[src/rtl/dmac_regs_pkg.sv]
// Package: shared offsets, bit positions and helper types for the DMA
// channel control register block.
// Assumes: windows are aligned to their stride and the stride is a power of two.
package dmac_regs_pkg;

    localparam int CMD_OFS    = 'h000;
    localparam int WIN_BASE   = 'h100;
    localparam int WIN_STRIDE = 'h040;

    localparam int OFS_RAW  = 'h10;
    localparam int OFS_REQ  = 'h14;
    localparam int OFS_MASK = 'h18;
    localparam int OFS_DET  = 'h1C;

    localparam int BIT_DONE = 1;
    localparam int BIT_ABT  = 13;

    // Compact two-bit event pair: index 0 = finished, index 1 = aborted
    localparam int P_DONE = 0;
    localparam int P_ABT  = 1;
    typedef logic [1:0] evt_pair_t;

    typedef enum logic [2:0] {
        SEL_NONE,
        SEL_RAW,
        SEL_REQ,
        SEL_MASK,
        SEL_DET
    } reg_sel_e;

    // Spread an event pair onto its register bit positions
    function automatic logic [BIT_ABT:0] pair_to_word(input evt_pair_t p);
        logic [BIT_ABT:0] w;
        w           = '0;
        w[BIT_DONE] = p[P_DONE];
        w[BIT_ABT]  = p[P_ABT];
        return w;
    endfunction

    // Gather the two event bit positions of a register word into a pair
    function automatic evt_pair_t word_to_pair(input logic [BIT_ABT:0] w);
        evt_pair_t p;
        p[P_DONE] = w[BIT_DONE];
        p[P_ABT]  = w[BIT_ABT];
        return p;
    endfunction

endpackage

[src/rtl/dmac_addr_decode.sv]
// Module: dmac_addr_decode
// Splits a register byte offset into a command hit, a one-hot channel
// window hit and a register selector within the window.
// Assumes: AW is wide enough to cover every channel window.
module dmac_addr_decode
    import dmac_regs_pkg::*;
#(
    parameter int NCH = 4,
    parameter int AW  = 12
) (
    input  logic [AW-1:0]  addr,
    output logic           hit_cmd,
    output logic [NCH-1:0] win_hit,
    output reg_sel_e       sel
);

    localparam int WIN_SHIFT = $clog2(WIN_STRIDE);
    localparam int FIRST_WIN = WIN_BASE / WIN_STRIDE;
    localparam int PAGE_W    = AW - WIN_SHIFT;

    logic [PAGE_W-1:0]    page;
    logic [WIN_SHIFT-1:0] inner;

    assign page    = addr[AW-1:WIN_SHIFT];
    assign inner   = addr[WIN_SHIFT-1:0];
    assign hit_cmd = (addr == AW'(CMD_OFS));

    // One comparator per channel window
    generate
        for (genvar n = 0; n < NCH; n++) begin : g_win
            assign win_hit[n] = (page == PAGE_W'(FIRST_WIN + n));
        end
    endgenerate

    // Register selector within a window
    always_comb begin
        case (inner)
            WIN_SHIFT'(OFS_RAW):  sel = SEL_RAW;
            WIN_SHIFT'(OFS_REQ):  sel = SEL_REQ;
            WIN_SHIFT'(OFS_MASK): sel = SEL_MASK;
            WIN_SHIFT'(OFS_DET):  sel = SEL_DET;
            default:              sel = SEL_NONE;
        endcase
    end

endmodule

[src/rtl/dmac_cmd_decode.sv]
// Module: dmac_cmd_decode
// Turns a write of the shared command word into registered one-cycle start
// or abort pulses for the channels selected by the bitmap.
// Assumes: DW > NCH, and the top bit of the word is the abort selector.
module dmac_cmd_decode #(
    parameter int NCH = 4,
    parameter int DW  = 32
) (
    input  logic           clk,
    input  logic           rst_n,
    input  logic           cmd_wr,
    input  logic [DW-1:0]  cmd_word,
    output logic [NCH-1:0] start_o,
    output logic [NCH-1:0] abort_o
);

    localparam int SEL_BIT = DW - 1;

    logic [NCH-1:0] bitmap;
    logic           is_abort;

    assign bitmap   = cmd_word[NCH-1:0];
    assign is_abort = cmd_word[SEL_BIT];

    // Pulse registers: high for one cycle after a command write
    always_ff @(posedge clk) begin
        if (!rst_n) begin
            start_o <= '0;
            abort_o <= '0;
        end else begin
            start_o <= (cmd_wr && !is_abort) ? bitmap : '0;
            abort_o <= (cmd_wr &&  is_abort) ? bitmap : '0;
        end
    end

endmodule

[src/rtl/dmac_irq_chan.sv]
// Module: dmac_irq_chan
// One channel's interrupt state: the live event view, edge-latched requests
// cleared by writing ones, the enable mask, the detect word and the
// interrupt output.
// Assumes: event levels are synchronous to clk. An aborted rise also counts
// as a finished rise.
module dmac_irq_chan
    import dmac_regs_pkg::*;
(
    input  logic      clk,
    input  logic      rst_n,
    input  logic      ev_done,
    input  logic      ev_abort,
    input  logic      req_wr,
    input  logic      mask_wr,
    input  evt_pair_t wr_pair,
    output evt_pair_t raw_o,
    output evt_pair_t req_o,
    output evt_pair_t mask_o,
    output evt_pair_t det_o,
    output logic      irq_o
);

    evt_pair_t prev_q;
    evt_pair_t req_q;
    evt_pair_t mask_q;
    evt_pair_t rise;
    evt_pair_t set_v;
    evt_pair_t clr_v;

    // Live view: finished bit also reflects an abort
    assign raw_o[P_DONE] = ev_done | ev_abort;
    assign raw_o[P_ABT]  = ev_abort;

    // Rising edges; an abort rise sets both request bits
    assign rise          = raw_o & ~prev_q;
    assign set_v[P_DONE] = rise[P_DONE] | rise[P_ABT];
    assign set_v[P_ABT]  = rise[P_ABT];
    assign clr_v         = req_wr ? wr_pair : 2'b00;

    // Previous event levels for edge detection
    always_ff @(posedge clk) begin
        if (!rst_n) prev_q <= '0;
        else        prev_q <= raw_o;
    end

    // Request latch: a set wins over a same-cycle clear
    always_ff @(posedge clk) begin
        if (!rst_n) req_q <= '0;
        else        req_q <= (req_q & ~clr_v) | set_v;
    end

    // Enable mask: plain storage of the two event bits
    always_ff @(posedge clk) begin
        if (!rst_n)       mask_q <= '0;
        else if (mask_wr) mask_q <= wr_pair;
    end

    assign req_o  = req_q;
    assign mask_o = mask_q;
    assign det_o  = req_q & mask_q;
    assign irq_o  = |det_o;

endmodule

[src/rtl/dmac_ctl_regs.sv]
// Module: dmac_ctl_regs (top)
// Register front end of a multichannel DMA controller: shared command word,
// per-channel interrupt windows, and registered read data.
// Assumes: NCH is 1 to 8, DW is 32, and accesses are word aligned.
module dmac_ctl_regs
    import dmac_regs_pkg::*;
#(
    parameter int NCH = 4,
    parameter int AW  = 12,
    parameter int DW  = 32
) (
    input  logic           clk,
    input  logic           rst_n,
    input  logic           bus_wr_en,
    input  logic           bus_rd_en,
    input  logic [AW-1:0]  bus_addr,
    input  logic [DW-1:0]  bus_wdata,
    output logic [DW-1:0]  bus_rdata,
    output logic           bus_rd_valid,
    output logic [NCH-1:0] ch_start,
    output logic [NCH-1:0] ch_abort,
    input  logic [NCH-1:0] ev_done,
    input  logic [NCH-1:0] ev_abort,
    output logic [NCH-1:0] ch_irq
);

    localparam int FLD_W = BIT_ABT + 1;

    logic           hit_cmd;
    logic [NCH-1:0] win_hit;
    reg_sel_e       sel;
    evt_pair_t      wr_pair;
    evt_pair_t      raw_a  [NCH];
    evt_pair_t      req_a  [NCH];
    evt_pair_t      mask_a [NCH];
    evt_pair_t      det_a  [NCH];
    logic [DW-1:0]  rd_word;

    assign wr_pair = word_to_pair(bus_wdata[FLD_W-1:0]);

    dmac_addr_decode #(.NCH(NCH), .AW(AW)) u_dec (
        .addr    (bus_addr),
        .hit_cmd (hit_cmd),
        .win_hit (win_hit),
        .sel     (sel)
    );

    dmac_cmd_decode #(.NCH(NCH), .DW(DW)) u_cmd (
        .clk      (clk),
        .rst_n    (rst_n),
        .cmd_wr   (bus_wr_en && hit_cmd),
        .cmd_word (bus_wdata),
        .start_o  (ch_start),
        .abort_o  (ch_abort)
    );

    generate
        for (genvar n = 0; n < NCH; n++) begin : g_ch
            dmac_irq_chan u_irq (
                .clk      (clk),
                .rst_n    (rst_n),
                .ev_done  (ev_done[n]),
                .ev_abort (ev_abort[n]),
                .req_wr   (bus_wr_en && win_hit[n] && (sel == SEL_REQ)),
                .mask_wr  (bus_wr_en && win_hit[n] && (sel == SEL_MASK)),
                .wr_pair  (wr_pair),
                .raw_o    (raw_a[n]),
                .req_o    (req_a[n]),
                .mask_o   (mask_a[n]),
                .det_o    (det_a[n]),
                .irq_o    (ch_irq[n])
            );
        end
    endgenerate

    // Read multiplexer: OR of the selected window's register, zero elsewhere
    always_comb begin
        rd_word = '0;
        for (int n = 0; n < NCH; n++) begin
            if (win_hit[n]) begin
                case (sel)
                    SEL_RAW:  rd_word = rd_word | DW'(pair_to_word(raw_a[n]));
                    SEL_REQ:  rd_word = rd_word | DW'(pair_to_word(req_a[n]));
                    SEL_MASK: rd_word = rd_word | DW'(pair_to_word(mask_a[n]));
                    SEL_DET:  rd_word = rd_word | DW'(pair_to_word(det_a[n]));
                    default:  rd_word = rd_word;
                endcase
            end
        end
    end

    // Registered read return, one cycle after the request
    always_ff @(posedge clk) begin
        if (!rst_n) begin
            bus_rdata    <= '0;
            bus_rd_valid <= 1'b0;
        end else begin
            bus_rd_valid <= bus_rd_en;
            bus_rdata    <= bus_rd_en ? rd_word : '0;
        end
    end

endmodule

[config.mk]
export PLATFORM = sky130hd
export DESIGN_NAME = dmac_ctl_regs
export DESIGN_NICKNAME = d
export VERILOG_FILES = /design/src/rtl/dmac_regs_pkg.sv /design/src/rtl/dmac_addr_decode.sv /design/src/rtl/dmac_cmd_decode.sv /design/src/rtl/dmac_irq_chan.sv /design/src/rtl/dmac_ctl_regs.sv
export SDC_FILE = /design/constraint.sdc
export NUM_CORES = 1
export LEC_CHECK = 0
export ABC_AREA = 0
export BUFFER_PORTS_ARGS = -buffer_cell sky130_fd_sc_hd__buf_2
export CORE_AREA = 5 5 88 65
export DETAILED_ROUTE_END_ITERATION = 8
export DIE_AREA = 0 0 93 70
export PLACE_DENSITY_LB_ADDON = 0.25
export SYNTH_ARGS = -nofsm -noshare
export SYNTH_HDL_FRONTEND = slang
export SYNTH_SLANG_ARGS = --single-unit
export TNS_END_PERCENT = 5
[constraint.sdc]
create_clock -name clk -period 1.2 [get_ports clk]
set_input_delay 0.18 -clock clk [delete_from_list [all_inputs] [get_ports clk]]
set_output_delay 0.18 -clock clk [all_outputs]
set_load 0.02 [all_outputs]
==> After elaboration in Yosys (flattened, before gate mapping) <==
Cells that the tools add are included.
{ "word_totals": {"regBits": 65, "input_bits": 56, "output_inout_bits": 45, "elab_cells": 109} }
{ "op_classes": {"eq_ne": 12, "muxes": 13, "bitwise": 44, "reduce_logical": 24} }
{ "op_table": {"columns": ["op", "count"], "rows": [
  ["32-bit by 14-bit OR with 32-bit output", 12],
  ["32-bit one-hot mux with 4 select lines", 3],
  ["32-bit two-way mux", 4],
  ["14-bit one-hot mux with 4 select lines", 1],
  ["2-bit AND", 12],
  ["6-bit by 3-bit == test with 1-bit output (second input constant)", 4],
  ["6-bit by 5-bit == test with 1-bit output (second input constant)", 4],
  ["2-bit NOT", 8],
  ["1-bit logical AND", 15],
  ["12-bit logical NOT", 1],
  ["3-bit one-hot mux with 4 select lines", 1],
  ["2-bit two-way mux", 4],
  ["1-bit OR", 8],
  ["2-bit OR", 4],
  ["2-bit OR reduction", 4],
  ["3-bit by 2-bit == test with 1-bit output (second input constant)", 2],
  ["2-bit AND reduction", 3],
  ["3-bit by 1-bit == test with 1-bit output (second input constant)", 1],
  ["3-bit == test (second input constant)", 1],
  ["1-bit logical NOT", 1]
]} }

==> Logic depth before layout (Yosys ltp) <==
{ "logic_depth": {"word_depth": 14, "depth_mapped": 6, "ltp_nobuf": 4} }

==> Cells and area by module <==
A second synthesis with hierarchy kept.
{ "hier_totals": {"hier_cells": 232, "hier_area_um2": 2158.3} }
{ "modules_own_cells": {"columns": ["module", "instances", "cells_each", "area_per_inst_um2", "seq_area_each_um2"], "rows": [
  ["dmac_irq_chan", 4, 24, 254.0, 120.1],
  ["dmac_ctl_regs", 1, 103, 783.3, 60.1],
  ["dmac_cmd_decode", 1, 16, 235.2, 160.2],
  ["dmac_addr_decode", 1, 17, 123.9, 0.0]
]} }

==> Least setup slack after synthesis <==
No wires, ideal clock.
{ "synth_timing": {"path_kind": "input-to-reg", "from": "input bus_addr[5]", "to": "register bus_rdata[13]", "setup_time_ns": 0.074, "t_arrival_ns": 1.187, "t_required_ns": 1.126, "slack_ns": -0.061, "stages": 4, "cell_sequence": "or4b_1 > nor4_1 > o22ai_1 > a31oi_1"} }
{ "synth_between": {"elab_chain_cells": 14, "word_cells_on_any_way": 29} }
{ "synth_rtl": {"columns": ["item", "line_no", "rtl"], "rows": [
  ["from (decl)", "dmac_ctl_regs.sv:16", "input logic [AW-1:0] bus_addr,"],
  ["6-bit by 5-bit == test with 1-bit output", "dmac_addr_decode.sv:37", "case (inner)"],
  ["3-bit one-hot mux with 4 select lines (*)", "dmac_addr_decode.sv:37", null],
  ["3-bit == test, or another cell as far along", "dmac_ctl_regs.sv:81", "case (sel)"],
  ["14-bit one-hot mux with 4 select lines", "dmac_ctl_regs.sv:81", null],
  ["32-bit two-way mux", "dmac_ctl_regs.sv:80", "if (win_hit[n]) begin"],
  ["32-bit by 14-bit OR with 32-bit output, on equally long branches", null, null],
  ["32-bit one-hot mux with 4 select lines", "dmac_ctl_regs.sv:81", null],
  ["32-bit two-way mux", "dmac_ctl_regs.sv:80", null],
  ["32-bit by 14-bit OR with 32-bit output, on equally long branches", null, null],
  ["32-bit one-hot mux with 4 select lines", "dmac_ctl_regs.sv:81", null],
  ["32-bit two-way mux", "dmac_ctl_regs.sv:80", null],
  ["32-bit by 14-bit OR with 32-bit output, on equally long branches", null, null],
  ["32-bit one-hot mux with 4 select lines", "dmac_ctl_regs.sv:81", null],
  ["32-bit two-way mux (*)", "dmac_ctl_regs.sv:80", null],
  ["to (signal assigned)", "dmac_ctl_regs.sv:99", "bus_rdata <= bus_rd_en ? rd_word : '0;"],
  ["to (decl)", "dmac_ctl_regs.sv:18", "output logic [DW-1:0] bus_rdata,"]
]} }
Every way passes the cells marked *; elsewhere a longest branch is shown, timed or not.
A chain may end at the register's enable or synchronous reset.

==> Worst setup path after layout <==
{ "layout_timing": {"from": "input bus_addr[1]", "to": "register bus_rdata[13]"} }
Same word-level chain as after synthesis.

==> impl_metrics.py <==
metrics = {
    "run_status": {
        "status": "finished with violations",
        "violations": "negative setup slack",
    },
    "clock_tree": {
        "cts_setup_buffers": 0,
        "clk_latency_ps": 290,
        "ctsHtreeMaxLevel": 2,
        "clock_sinks": 35,
        "clkTransAtPathRegs_ps": 70,
        "cts_root_buf": "clkbuf_8",
        "ctsHoldBuffers": 0,
        "clk_path_buf_depth": 2,
        "cts_tree": "built",
        "cts_buffers": 5,
    },
    "synth": {
        "ys_ff_latch": 35,
        "yosysWarnings": 0,
        "synth_largest_area_cell": "dfxtp_1",
        "synthTopCellsByArea": "dfxtp_1 (38%), buf_4 (14%), nor2b_1 (6.4%)",
        "ys_types": 32,
        "netlist_area_um2": 1850,
        "avgSynthCellArea_um2": 8.58,
        "netlist.area_leader.share_pct": 38.0,
        "seq_area_frac_synth_pct": 38.0,
        "syn_inst": 215,
    },
    "layout": {
        "diodes": 0,
        "area_growth_pct": 23.5,
        "nNetsFinal": 329,
        "post-route-util_pct": 48.2,
        "drive_gt1_share_pct": 29.6,
    },
    "critical_path": {
        "cp_slowest_cell": "or4b_1",
        "r2r_start": "g_ch[1].u_irq.mask_o[1]$_SDFFE_PN0P_",
        "critPathKind": "primary input to register",
        "cp-startpoint": "bus_addr[1]",
        "worst_setup_path_end_kind": "register",
        "critPathLaunchType": "primary input",
        "critPathArrivalTime_ps": 1480,
        "critPathRequiredTime_ps": 1400,
        "critical_path.top_delay_family": "simple AND/OR/NAND/NOR gates",
        "cpPeakStageDelay_ps": 520,
        "cp_max_fo": 2,
        "crit_chain": "buf_6 -> buf_4 -> or4b_1 -> nor4_2 -> o22ai_1 -> a31oi_1",
        "crit_buf_inv": 2,
    },
    "route": {
        "wirelength_um": 4530,
        "vias": 1535,
        "drt_iter0_drc": 101,
        "ant_nets": 0,
        "drcViolationCount": 0,
        "via_per_inst": 4.64,
        "avgRoutedWirePerCell_um": 13.7,
        "dr.pass1.iters": 4,
    },
    "die": {
        "die_area_um2": 6510,
        "core_um2": 4730,
        "die_h_um": 70,
        "ioPinCount": 101,
        "num_rows": 21,
        "dieWidth_um": 93,
        "floorplan.initialDensity_pct": 39.0,
    },
    "pwr": {
        "p_leak_nw": 0.981,
        "total_power_mw": 2.69,
        "powerDensity_nw_per_um2": 1180,
        "ir_drop_uv": 515,
    },
    "sta": {
        "hold_viol": 0,
        "period_share_pct": 107,
        "fmax_ghz": 0.780,
        "clock_skew_ps": 5.07,
        "rsz0062_at_grt": "true",
        "tns_ps": -127,
        "finalSetupViolations": 2,
        "setup_ws_ps": -82.8,
        "report.final.slew_viol_count": 0,
        "period_minus_slack_ps": 1280,
    },
    "global_route": {
        "grt_pass1_wl_um": 7350,
        "grt_remaining_overflow": 0,
        "grt_pass1_vias": 1426,
        "grt.total_usage_pct": 14.3,
        "grt_max_degree": 27,
        "antenna_found_initial": 0,
    },
    "worst_hold_path": {
        "min_from": "bus_wdata[2]",
        "hold_class": "primary input to register",
    },
    "placed_design": {
        "hpwl_um": 3570,
        "io_buffers": 44,
        "routabilityCongestion": 0.850,
    },
    "job": {
        "maxCapViolations": 0,
    },
}
-- where the power goes --
part	switching (mW)	internal, mW	total, mW	leakage [nW]
logic	0.227	0.143	0.370	0.631
registers	0.0254	1.20	1.23	0.288
clock network	0.419	0.672	1.09	0.0612
total	0.672	2.02	2.69	0.981
-- cell families (layout without fill, tap and decap cells) --
group                  Yosys count  after routing  share of synthesized area, %
AO/OA/AOI/OAI                   35             35                          12.3
buffers and inverters           45             75                          16.2
flip-flops                      35             35                          38.0
multiplexers                     8              8                          4.34
other                            1             30                         0.203
AND/OR/NAND/NOR                 91             91                          29.0
-- placed cells by master (no fill, tap or decap), types with 5 or more instances in the layout --
cell	instances
nor2_1	5
nand2b_1	7
clkbuf_8	6
conb_1	30
a21oi_1	7
nor4_1	9
and2_1	13
nor2b_1	19
a21boi_0	8
nor3_1	6
dfxtp_1	32
nand2_1	16
mux2i_1	8
o21ai_1	7
buf_2	40
buf_4	19
-- final timing paths --
check / to / slack [ps] / cells past startpoint
hold reg to reg: g_ch[2].u_irq.mask_o[0]$_SDFFE_PN0P_ / 480 / 2
setup reg to reg: bus_rdata[13]$_SDFF_PN0_ / 30 / 4
setup / recovery: bus_rdata[13]$_SDFF_PN0_ / -80 / 6
hold / removal: u_cmd.start_o[2]$_SDFF_PN0_ / 100 / 2
-- metrics by stage --
stage               worst slack (ps)  cells  area, um^2  hold slack, ps
floorplan                      -14.7    244        1960             290
global placement                -372    323        2100             395
detailed placement              -423    323        2100             396
CTS                            -75.3    331        2240            90.8
global route                   -99.3    331        2280             101
finish                         -82.8    331        2280             102
-- cells in the mapped netlist --
cell and instances:
dfxtp_1 35, buf_4 34, nor2b_1 19, nand2_1 16, and2_1 13, nor4_1 10, o21ai_0 9, a21boi_0 8
mux2i_1 8, a21oi_1 7, nand2b_1 7, nor2_1 6, nor3_1 6, clkbuf_1 5, inv_1 4, o21a_1 4
a22o_1 3, nand4_1 3, buf_2 2, nand3_1 2, nand3b_1 2, nor4b_2 2, a2111oi_0 1, a221oi_1 1
a31oi_1 1, conb_1 1, nand4b_1 1, nor4bb_1 1, o22ai_1 1, or2_2 1, or4_1 1, or4b_1 1
-- per-layer routing --
metal / up-vias / part of all wire, % / track usage (%)
li1: 797 / - / -
met1: 687 / 51 / 21.0
met2: 44 / 42 / 19.8
met3: 7 / 5.5 / 4.18
met4: 0 / 1.3 / 4.88
met5: - / 0 / 0
-- cell type report --
type | instances | area, um^2
clock buffers | 6 | 82.6
well taps | 57 | 71.3
flip-flops and latches | 35 | 704
inverters | 4 | 15.0
fillers | 469 | 2450
clock inverters | 2 | 35.0
multi-input cells | 164 | 982
repair buffers | 63 | 388
-- timing repair --
item / CTS / global route
endpoints found under the setup margin: 10 / 22
pin swaps: 0 / 3
gates resized for setup: 6 / 18
-- sequential cells by signal, summed over array words and instances, names as in the netlist --
name,cells
g_ch.u_irq.req_o,8
g_ch.u_irq.prev_q,8
bus_rdata,2
bus_rd_valid,1
g_ch.u_irq.mask_o,8
u_cmd.start_o,4
u_cmd.abort_o,4
Power figures use the tool's default switching activity.
